$ cat src/rtl/lock_pkg.sv
package lock_pkg;

    typedef enum logic [1:0] {
        PH_CHECK = 2'd0,
        PH_OPEN  = 2'd1,
        PH_FAULT = 2'd2
    } phase_e;

endpackage

$ cat src/rtl/lock_step.sv
module lock_step #(
    parameter int STEPS = 3,
    localparam int IDX_W = (STEPS > 1) ? $clog2(STEPS) : 1
) (
    input  logic                  clk,
    input  logic                  rst,
    input  logic                  key_strobe,
    input  logic                  match,
    output lock_pkg::phase_e      phase_q,
    output logic [IDX_W-1:0]      idx_q
);
    import lock_pkg::*;

    localparam logic [IDX_W-1:0] LAST_IDX = IDX_W'(STEPS - 1);

    typedef struct packed {
        phase_e           phase;
        logic [IDX_W-1:0] idx;
    } st_t;

    st_t st_d, st_q;

    always_comb begin
        st_d = st_q;
        unique case (st_q.phase)
            PH_CHECK: begin
                if (key_strobe) begin
                    if (!match) begin
                        st_d.phase = PH_FAULT;
                    end else if (st_q.idx == LAST_IDX) begin
                        st_d.phase = PH_OPEN;
                    end else begin
                        st_d.idx = st_q.idx + IDX_W'(1);
                    end
                end
            end
            PH_OPEN:  st_d = st_q;
            PH_FAULT: st_d = st_q;
            default:  st_d.phase = PH_FAULT;
        endcase
    end

    always_ff @(posedge clk) begin
        if (rst) begin
            st_q <= '{phase: PH_CHECK, idx: '0};
        end else begin
            st_q <= st_d;
        end
    end

    assign phase_q = st_q.phase;
    assign idx_q   = st_q.idx;

endmodule

$ cat src/rtl/lock_decode.sv
module lock_decode #(
    parameter int STEPS = 3,
    localparam int IDX_W = (STEPS > 1) ? $clog2(STEPS) : 1,
    localparam int SEL_W = $clog2(STEPS + 1)
) (
    input  lock_pkg::phase_e      phase_q,
    input  logic [IDX_W-1:0]      idx_q,
    output logic [SEL_W-1:0]      code_sel,
    output logic                  lock_open,
    output logic                  lock_closed
);
    import lock_pkg::*;

    always_comb begin
        code_sel    = '0;
        lock_open   = 1'b0;
        lock_closed = 1'b1;
        unique case (phase_q)
            PH_CHECK: code_sel = SEL_W'(idx_q) + SEL_W'(1);
            PH_OPEN: begin
                lock_open   = 1'b1;
                lock_closed = 1'b0;
            end
            default: ;
        endcase
    end

endmodule

$ cat src/rtl/lock_fsm.sv
module lock_fsm #(
    parameter int STEPS = 3,
    localparam int IDX_W = (STEPS > 1) ? $clog2(STEPS) : 1,
    localparam int SEL_W = $clog2(STEPS + 1)
) (
    input  logic             clk,
    input  logic             rst,
    input  logic             key_strobe,
    input  logic             match,
    output logic [SEL_W-1:0] code_sel,
    output logic             lock_open,
    output logic             lock_closed
);
    lock_pkg::phase_e  phase_q;
    logic [IDX_W-1:0]  idx_q;

    lock_step #(.STEPS(STEPS)) u_step (
        .clk        (clk),
        .rst        (rst),
        .key_strobe (key_strobe),
        .match      (match),
        .phase_q    (phase_q),
        .idx_q      (idx_q)
    );

    lock_decode #(.STEPS(STEPS)) u_decode (
        .phase_q     (phase_q),
        .idx_q       (idx_q),
        .code_sel    (code_sel),
        .lock_open   (lock_open),
        .lock_closed (lock_closed)
    );

endmodule

$ cat config.mk
export PLATFORM = sky130hd
export DESIGN_NAME = lock_fsm
export DESIGN_NICKNAME = d
export VERILOG_FILES = /design/src/rtl/lock_pkg.sv /design/src/rtl/lock_step.sv /design/src/rtl/lock_decode.sv /design/src/rtl/lock_fsm.sv
export SDC_FILE = /design/constraint.sdc
export NUM_CORES = 1
export LEC_CHECK = 0
export BUFFER_PORTS_ARGS = -buffer_cell sky130_fd_sc_hd__buf_2
export CAP_MARGIN = 20
export CORE_AREA = 2 2 39 41
export CTS_CLUSTER_DIAMETER = 150
export DETAILED_ROUTE_END_ITERATION = 10
export DIE_AREA = 0 0 41 43
export SKIP_CTS_REPAIR_TIMING = 1
export SYNTH_ARGS = -nofsm -noshare
export SYNTH_HDL_FRONTEND = slang
export SYNTH_SLANG_ARGS = --single-unit
$ cat constraint.sdc
create_clock -name clk -period 1.8 [get_ports clk]
set_input_delay 0.27 -clock clk [delete_from_list [all_inputs] [get_ports clk]]
set_output_delay 0.27 -clock clk [all_outputs]
set_load 0.01 [all_outputs]
==> flow_summary.yaml <==
power_and_ir_drop:
  power_report.internal_total_w: 0.000215
  p_sw_share_pct: 27.1
  share_seq_of_total_power_pct: 35.0
  share_clk_of_total_power_pct: 36.0
  total_power_w: 0.000295
  peakVddDrop_uv: 498
  cellLeakagePower_nw: 0.138
  switching_power_w: 0.0000800
  power_density_nw_per_um2: 924
  p_comb_share_pct: 29.0
logic_synthesis:
  synth_cells: 26
  ys_types: 12
  yosys_warnings: 0
  synth.cell_area_um2: 241
  synth_seq_cells: 4
  synth.net_count: 33
  seq_area_frac_synth_pct: 33.2
  postSynthAreaPerCell_um2: 9.29
min_path:
  holdPathEnd: "u_step.idx_q[1]"
  hold_path_depth: 2
  hold_start: "rst"
  hold_path_class: "primary input to register"
place:
  dp.final_hpwl_um: 344
  routabilityCongestion: 0.634
  portBuffers: 7
clocking:
  insertion_delay_ns: 0.23
  root_buffer: "clkbuf_4"
  clock_tree.buffer_depth: 2
  tritoncts: "yes"
  htreeDepth: 1
  cts_inserted_buffers: 3
  cts_sinks: 4
  clk_pin_slew_worst_paths_ns: 0.03
flow_run:
  drv.max_cap_violation_count: 0
cells_and_area:
  final_cell_mix: "7 x buf_2, 4 x inv_1, 4 x nor2b_1, 4 x dfxtp_1"
  insertedDiodeCount: 0
  areaGrowthSynthToFinish_pct: 32.1
  fin_nets: 45
  final.fill_count: 157
  layout.cells.most_common: "buf_2"
  drive_above_1_share_pct: 33.3
floorplanning:
  fp.coreArea_um2: 1380
  start_util_pct: 17.5
  io_pins: 8
  die_height_um: 43
  rows: 14
  die_area_um2: 1760
  die_w_um: 41
detailed_routing:
  detail_route.vias_per_cell: 4.15
  dr.pass1.iters: 4
  drt-initial-drc-count: 5
  detail_route.wl_per_cell_um: 7.98
  routed_wirelength_um: 415
  route.detailed.drc: 0
  vias: 216
  final_antenna_net_count: 0
timing:
  timing_hold_violations_final: 0
  timing_limited_maximum_frequency_ghz: 0.685
  final-max-slew-violation-count: 0
  grt_setup_unrepaired: "no"
  min_period_ns: 1.46
  setup-violations-final: 0
  fin_setup_tns_ns: 0
  tightest_slew_ns: 0.208
  clock_skew_ns: 0.000677
  min_period_over_period_pct: 81.1
  worst_slew_margin_rel_pct: 86.0
worst_setup_path:
  r2r_cells: 5
  timing.critical_path.arrival_ns: 1.19
  timing.setup.critical_path_class: "register to primary output"
  critical_path.slowest_cell: "dfxtp_1"
  critical_path_cell_by_cell: "inv_1 > ha_1 > nor2b_1 > buf_2"
  ff2ff_setup_slack_ns: 0.52
  reg2reg_to: "u_step.phase_q[0]"
  critPathCaptureType: "primary output"
  cp-start-kind: "register"
  required_ns: 1.53
  crit-reg2reg-launch: "u_step.phase_q[0]"
  worst-path-max-fanout: 3
  critical_path.startpoint: "u_step.idx_q[0]"
  crit_path_max_incr_delay_ns: 0.35
grt:
  all_layer_global_routing_usage_pct: 8.13
  via_count_of_the_first_global_routing_pass: 213
  grt_first_pass_wirelength_um: 855
  grt_overflow: 0
  maximum_number_of_pins_on_one_net_before_global_route_repair: 7
  grt_antenna_before_repair: 0
status:
  outcome: "finished, final reports clean"
power by group through the flow:
| stage | combinational (W) | clock, W | sequential [W] |
|---|---|---|---|
| 5_1_grt | 0.0000994 | 0.000126 | 0.000104 |
| 2_1_floorplan | 0.0000623 | 0 | 0.000104 |
| 4_1_cts | 0.0000860 | 0.000114 | 0.000103 |
| 3_3_place_gp | 0.0000857 | 0 | 0.000105 |
| 6_report | 0.0000856 | 0.000106 | 0.000103 |
| 3_5_place_dp | 0.0000855 | 0 | 0.000105 |
logic make-up (layout without fill, tap and decap cells):
group,after synthesis,count (layout),share of synthesized area (%)
adder cells (fa/ha/maj),3,3,15.5
AND/OR/NAND/NOR,10,10,28.0
flip-flops,4,4,33.2
buffers and inverters,4,14,6.22
AO/OA/AOI/OAI,4,4,13.5
XOR/XNOR,1,1,3.63
layout make-up:
type                       instances  area [µm²]  area share (%)
sequential                         4        80.1            25.1
inverter                           4        15.0            4.71
multi-input combinational         18         146            45.9
timing repair buffer               7        35.0            11.0
clock buffer                       3        22.5            7.06
tap                               16        20.0            6.27
routing by layer:
metal,global-route usage (%),vias up,routed length [µm]
met2,7.81,8,180
met5,0,-,0
met1,9.32,94,190
li1,-,112,-
met3,7.85,2,36
met4,8.00,0,7
cells in the mapped netlist:
cell type	count	area share (%)
ha_1	3	16
dfxtp_1	4	33
a21oi_1	1	2.1
xnor2_1	1	3.6
o31ai_1	2	6.2
a211oi_2	1	5.2
nor2_1	2	3.1
inv_1	4	6.2
and4b_2	1	4.7
nand4_1	1	2.6
and3b_1	2	7.3
nor2b_1	4	10
state kept, by name (all words and copies together), names as in the netlist:
signal          cells
u_step.idx_q        2
u_step.phase_q      2
how the worst max path moves through the flow:
stage	to	slack (ns)	cells past startpoint
finish	code_sel[1]	0.34	4
global route	code_sel[1]	0.23	4
CTS	code_sel[1]	0.32	4
global placement	u_step.phase_q[1]	0.52	5
detailed placement	u_step.phase_q[1]	0.53	5
floorplan	u_step.idx_q[1]	0.62	5
per-stage QoR:
| step | util (%) | worst slack, ns | instance area, µm² | hold WS [ns] | cells |
|---|---|---|---|---|---|
| after floorplan | - | 0.616 | 241 | 0.335 | 26 |
| after global routing | 23.1 | 0.230 | 319 | 0.236 | 52 |
| after CTS | 23.1 | 0.319 | 319 | 0.237 | 52 |
| after global placement | 21.4 | 0.517 | 297 | 0.484 | 49 |
| final | 23.1 | 0.341 | 319 | 0.249 | 52 |
| after detailed placement | 21.4 | 0.526 | 297 | 0.485 | 49 |
worst max-delay path, delay by kind of cell (launching register included):
| family | cells | cell delay [ns] |
|---|---|---|
| buffers and inverters | 2 | 0.19 |
| adders and majority gates | 1 | 0.31 |
| DFF | 1 | 0.35 |
| and+or+nand+nor | 1 | 0.11 |
No activity file was read; power rests on OpenSTA's default activity.
